==> config.mk <==
export PLATFORM = sky130hd
export DESIGN_NAME = sem_cell
export DESIGN_NICKNAME = d
export VERILOG_FILES = /design/src/rtl/semcell_pkg.sv /design/src/rtl/sem_count_next.sv /design/src/rtl/sem_wait_list.sv /design/src/rtl/sem_cell.sv
export SDC_FILE = /design/constraint.sdc
export NUM_CORES = 1
export LEC_CHECK = 0
export BUFFER_PORTS_ARGS = -buffer_cell sky130_fd_sc_hd__buf_2
export CORE_MARGIN = 4
export CORE_UTILIZATION = 28
export DETAILED_ROUTE_END_ITERATION = 7
export SLEW_MARGIN = 20
export SYNTH_ARGS = -nofsm -noshare
export SYNTH_HDL_FRONTEND = slang
export SYNTH_SLANG_ARGS = --single-unit
==> constraint.sdc <==
create_clock -name clk -period 7.6 [get_ports clk]
set_input_delay 0 -clock clk [delete_from_list [all_inputs] [get_ports clk]]
set_output_delay 0 -clock clk [all_outputs]
set_load 0.01 [all_outputs]
==> src/rtl/semcell_pkg.sv <==
package semcell_pkg;

    typedef enum logic [3:0] {
        V_RAW     = 4'd0,
        V_TAG     = 4'd1,
        V_Q_WAIT  = 4'd2,
        V_Q_TRY   = 4'd3,
        V_CNT_WAIT = 4'd4,
        V_CNT_TRY = 4'd5
    } view_e;

    // Bit positions shared with the queue cell's tag word.
    localparam int TAG_TURN_BIT = 16;
    localparam int TAG_QMODE_BIT = 17;
    localparam int TAG_FULL_BIT = 1;
    localparam int TAG_EMPTY_BIT = 0;

    typedef struct packed {
        logic turn;
        logic full;
        logic empty;
    } tag_t;

endpackage

==> src/rtl/sem_count_next.sv <==
module sem_count_next #(
    parameter int CNT_W = 16
) (
    input  logic [CNT_W-1:0] cnt_q,
    input  logic             rel,
    input  logic             acq,
    input  logic             acq_wait,
    output logic [CNT_W-1:0] cnt_d,
    output logic [CNT_W-1:0] pre_val,
    output logic             blocked
);
    localparam logic [CNT_W-1:0] CNT_MAX = '1;

    logic [CNT_W-1:0] after_rel;

    always_comb begin
        // Release first, saturating at the top of the range.
        after_rel = cnt_q;
        if (rel && (cnt_q != CNT_MAX)) begin
            after_rel = cnt_q + 1'b1;
        end
        pre_val = after_rel;
        cnt_d   = after_rel;
        blocked = 1'b0;
        if (acq) begin
            if (after_rel != '0) begin
                cnt_d = after_rel - 1'b1;
            end else begin
                blocked = acq_wait;
            end
        end
    end
endmodule

==> src/rtl/sem_wait_list.sv <==
module sem_wait_list #(
    parameter int N_REQ = 8
) (
    input  logic [N_REQ-1:0]         map_q,
    input  logic                     rel,
    input  logic                     blocked,
    input  logic [$clog2(N_REQ)-1:0] blk_id,
    output logic [N_REQ-1:0]         map_d,
    output logic [N_REQ-1:0]         wake_d
);
    for (genvar g = 0; g < N_REQ; g++) begin : g_req
        always_comb begin
            wake_d[g] = rel & map_q[g];
            map_d[g]  = (map_q[g] & ~rel) |
                        (blocked && (blk_id == ($clog2(N_REQ))'(g)));
        end
    end
endmodule

==> src/rtl/sem_cell.sv <==
module sem_cell
    import semcell_pkg::*;
#(
    parameter int N_REQ  = 8,
    parameter int DATA_W = 32,
    parameter int CNT_W  = 16
) (
    input  logic                     clk,
    input  logic                     rst_n,
    input  logic                     rd_valid,
    input  logic [3:0]               rd_view,
    input  logic [$clog2(N_REQ)-1:0] rd_id,
    input  logic                     wr_valid,
    input  logic [3:0]               wr_view,
    input  logic [DATA_W-1:0]        wr_data,
    output logic                     rsp_valid,
    output logic [DATA_W-1:0]        rsp_data,
    output logic                     rsp_stall,
    output logic [N_REQ-1:0]         wake
);
    typedef struct packed {
        logic [CNT_W-1:0]  cnt;
        tag_t              tag;
        logic [N_REQ-1:0]  map;
        logic [N_REQ-1:0]  wake;
        logic              rsp_v;
        logic              rsp_stall;
        logic [DATA_W-1:0] rsp_data;
    } state_t;

    state_t st_d, st_q;

    logic             rel, acq, acq_wait, blocked;
    logic [CNT_W-1:0] cnt_next, pre_val;
    logic [N_REQ-1:0] map_next, wake_next;
    logic [DATA_W-1:0] tag_word;
    logic [CNT_W-1:0] cnt_q;
    logic             unused_wdata;

    assign rel      = wr_valid && (wr_view == V_CNT_WAIT || wr_view == V_CNT_TRY);
    assign acq      = rd_valid && (rd_view == V_CNT_WAIT || rd_view == V_CNT_TRY);
    assign acq_wait = (rd_view == V_CNT_WAIT);
    assign cnt_q    = st_q.cnt;
    assign unused_wdata = ^wr_data;

    sem_count_next #(.CNT_W(CNT_W)) u_count (
        .cnt_q   (st_q.cnt),
        .rel     (rel),
        .acq     (acq),
        .acq_wait(acq_wait),
        .cnt_d   (cnt_next),
        .pre_val (pre_val),
        .blocked (blocked)
    );

    sem_wait_list #(.N_REQ(N_REQ)) u_wait (
        .map_q  (st_q.map),
        .rel    (rel),
        .blocked(blocked),
        .blk_id (rd_id),
        .map_d  (map_next),
        .wake_d (wake_next)
    );

    always_comb begin
        tag_word                = '0;
        tag_word[TAG_TURN_BIT]  = st_q.tag.turn;
        tag_word[TAG_FULL_BIT]  = st_q.tag.full;
        tag_word[TAG_EMPTY_BIT] = st_q.tag.empty;
        tag_word[TAG_QMODE_BIT] = 1'b0;
    end

    always_comb begin
        st_d           = st_q;
        st_d.cnt       = cnt_next;
        st_d.map       = map_next;
        st_d.wake      = wake_next;
        st_d.rsp_v     = rd_valid;
        st_d.rsp_stall = blocked;
        st_d.rsp_data  = '0;
        if (rd_valid) begin
            case (rd_view)
                V_RAW:      st_d.rsp_data = DATA_W'(st_q.cnt);
                V_TAG:      st_d.rsp_data = tag_word;
                V_CNT_WAIT,
                V_CNT_TRY:  st_d.rsp_data = DATA_W'(pre_val);
                default:    st_d.rsp_data = '0;
            endcase
        end
        if (wr_valid && wr_view == V_TAG) begin
            st_d.tag.turn  = wr_data[TAG_TURN_BIT];
            st_d.tag.full  = wr_data[TAG_FULL_BIT];
            st_d.tag.empty = wr_data[TAG_EMPTY_BIT];
        end
    end

    always_ff @(posedge clk) begin
        if (!rst_n) begin
            st_q <= '0;
        end else begin
            st_q <= st_d;
        end
    end

    assign rsp_valid = st_q.rsp_v;
    assign rsp_data  = st_q.rsp_data;
    assign rsp_stall = st_q.rsp_stall;
    assign wake      = st_q.wake;
endmodule

==> impl_metrics.ini <==
[power]
powerDensity_nw_per_um2 = 166
p_leak_nw = 1.54
ir_drop_v = 0.0000879

[synth]
synth_edf_count = 0
ys.flop_type = dfxtp_1
syn_area_um2 = 3450
synth_area_leaders = dfxtp_1 (31%), buf_4 (8.7%), nand2_1 (5.0%)
avgSynthCellArea_um2 = 8.26
ys_warn_count = 0
ys_seq_elements = 54
yosysTopAreaCellShare_pct = 31.3
synth.largest_area_cell = dfxtp_1
synth.yosys.seq_area_share_pct = 31.3
synth.distinct_cells = 64
netlist_instances = 418
synth_most_common_cell = dfxtp_1
synth_common_cells = dfxtp_1 (54), nand2_1 (46), buf_4 (40)
synthArstFlopShare_pct = 0

[routing]
vias = 2936
wirelength_mm = 8.16
first_iter_violations = 186
drc = 0
avgRoutedWirePerCell_um = 13.7
viasPerCell = 4.93
drtAntennaViolNets = 0
drtPass1Iterations = 4

[final_layout]
antenna_cells = 0
drive_above_1_share_pct = 19.2
design_area_um2 = 3780
multi_input_area_um2 = 2010
syn2layout_area_growth_pct = 9.50
seq_area_um2 = 1080
fin_nets = 477
n_fill_cell = 1259

[setup_path]
arrival_ns = 4.94
crit_path_start_kind = flip-flop
worstPathBufferInverterCount = 3
cpMostUsedCell = ha_1
cpPeakStageDelay_ns = 0.58
worstSetupPathType = flip-flop to flip-flop
cp_cell_sequence = ha_1, nand3_1, nor3_1, a21oi_1, mux2i_1, ha_1, inv_1, nor4_1, o211ai_1, nor4_4, buf_4, nand3_4, o41ai_2, dlygate4sd3_1
critPathMaxFanout = 15
cp_data_required_time_ns = 7.84
slowest_stage = dlygate4sd3_1
cp_top_family = simple AND/OR/NAND/NOR gates
crit_path_end_kind = flip-flop

[timing]
setup-violations-final = 0
worst_pin_slew_ns = 0.719
setup_tns_ns = 0
slew-limit-headroom_pct = 52.1
final_max_slew_viol_count = 0
fmax_mhz = 213
period_needed_ns = 4.70
finClkSkew_ns = 0.00594
min_period_over_period_pct = 61.9
hold_violations = 0
rsz0062_at_grt = no
hold_ws_ns = 0.0142

[placement]
io_buffers = 44
place_hpwl_mm = 6.18
placed_cell_area_um2 = 3560
gp_congestion = 0.866

[clock_tree]
post_cts_resized = 0
numCtsBuffers = 5
clk_latency_ns = 0.29
cts_tree = yes
cts-root-buf = clkbuf_16
hold_buffers = 6
clock-sinks = 54
clk_path_buf_depth = 2
path_clk_slew_ns = 0.08
post_cts_buffers = 0
ctsHtreeMaxLevel = 2

[floorplan]
coreArea_um2 = 12100
chipWidth_um = 119
rows = 40
start_util_pct = 28.6
io_pins = 89
fp.dieH_um = 119
die-area_um2 = 14200

[grt]
use_met3_pct = 1.61
grt_pass1_vias = 2660
grt-ovfl-total = 0
grt_pass1_wl_mm = 13.5
grt_start_max_net_pins = 28
use_met1_pct = 14.9
grt_util_all_layers_pct = 11.3
grtUsageMet2_pct = 19.5
busiest_layer = met2
antenna_found_initial = 0

[min_path]
hold_class = primary input to flip-flop

[job]
drv_cap = 0

[run_status]
status = completed
## sequential cells by signal, summed over array words and instances (netlist names)
| signal | flops |
|---|---|
| cnt_q | 16 |
| rsp_data | 17 |
| rsp_stall | 1 |
| rsp_valid | 1 |
| st_q | 11 |
| wake | 8 |
## layer usage
metal | wire, um | share of wire (%)
met5 | 0 | 0
met4 | 92 | 1.1
met3 | 390 | 4.8
met2 | 3960 | 49
met1 | 3710 | 46
## cells in the final DEF (no fill, tap or decap), types with 9 or more instances in the layout
cell type | Yosys | routed
dfxtp_1 | 54 | 54
nand2_1 | 46 | 46
mux2i_1 | 16 | 16
conb_1 | 1 | 15
a21oi_1 | 17 | 17
nand3_1 | 16 | 16
buf_2 | 9 | 44
and3_1 | 18 | 18
nand4_1 | 9 | 9
nor2_1 | 33 | 33
nor3_1 | 10 | 10
## where the power goes
| part | switching [W] | leakage (nW) | internal [W] |
|---|---|---|---|
| clock | 0.000111 | 0.0759 | 0.000126 |
| combinational | 0.0000615 | 1.03 | 0.0000334 |
| sequential | 0.00000757 | 0.436 | 0.000286 |
| total | 0.000180 | 1.54 | 0.000446 |
## cell type report
cell class              instances  area share (%)
repair buffers                 53            8.01
multi-input cells             307            53.1
clock buffers                   5            3.31
well taps                     168            5.56
clock inverters                 3           0.762
flip-flops and latches         54            28.6
inverters                       6           0.596
## stage by stage
| step | power (W) | utilization (%) | cells | setup WS, ns |
|---|---|---|---|---|
| 2_1_floorplan | 0.000375 | - | 432 | 4.34 |
| 3_3_place_gp | 0.000389 | 29.5 | 582 | 3.57 |
| 3_5_place_dp | 0.000392 | 29.5 | 582 | 3.50 |
| 4_1_cts | 0.000630 | 31.3 | 596 | 3.01 |
| 5_1_grt | 0.000656 | 31.3 | 596 | 2.57 |
| 6_report | 0.000626 | 31.3 | 596 | 2.90 |
## final timing paths
check,startpoint,end,slack (ns),cells past startpoint
max,cnt_q[0],st_q[42],2.90,14
min,rd_valid,rsp_valid,0.01,2
max reg2reg,cnt_q[0],st_q[42],2.90,14
min reg2reg,st_q[52],rsp_data[16],0.44,2
## worst register-to-register path, cell delays in order (launching register included)
cell and delay [ns]:
dfxtp_1 0.57, ha_1 0.34, nand3_1 0.21, nor3_1 0.45, a21oi_1 0.33, mux2i_1 0.42
ha_1 0.21, inv_1 0.08, nor4_1 0.27, o211ai_1 0.21, nor4_4 0.28, buf_4 0.31
nand3_4 0.18, o41ai_2 0.23, dlygate4sd3_1 0.58
## cell families (layout without fill, tap and decap cells)
| family | Yosys count | in the layout | synth area share (%) |
|---|---|---|---|
| DFF | 54 | 54 | 31.3 |
| adders and majority gates | 3 | 3 | 1.09 |
| muxes | 19 | 19 | 5.62 |
| other | 1 | 15 | 0.109 |
| and+or+nand+nor | 176 | 176 | 27.8 |
| AOI/OAI and AO/OA | 83 | 83 | 18.5 |
| buffers and inverters | 71 | 67 | 12.6 |
| xor gates and xnor gates | 11 | 11 | 3.01 |
(Power assumes the default switching activity.)
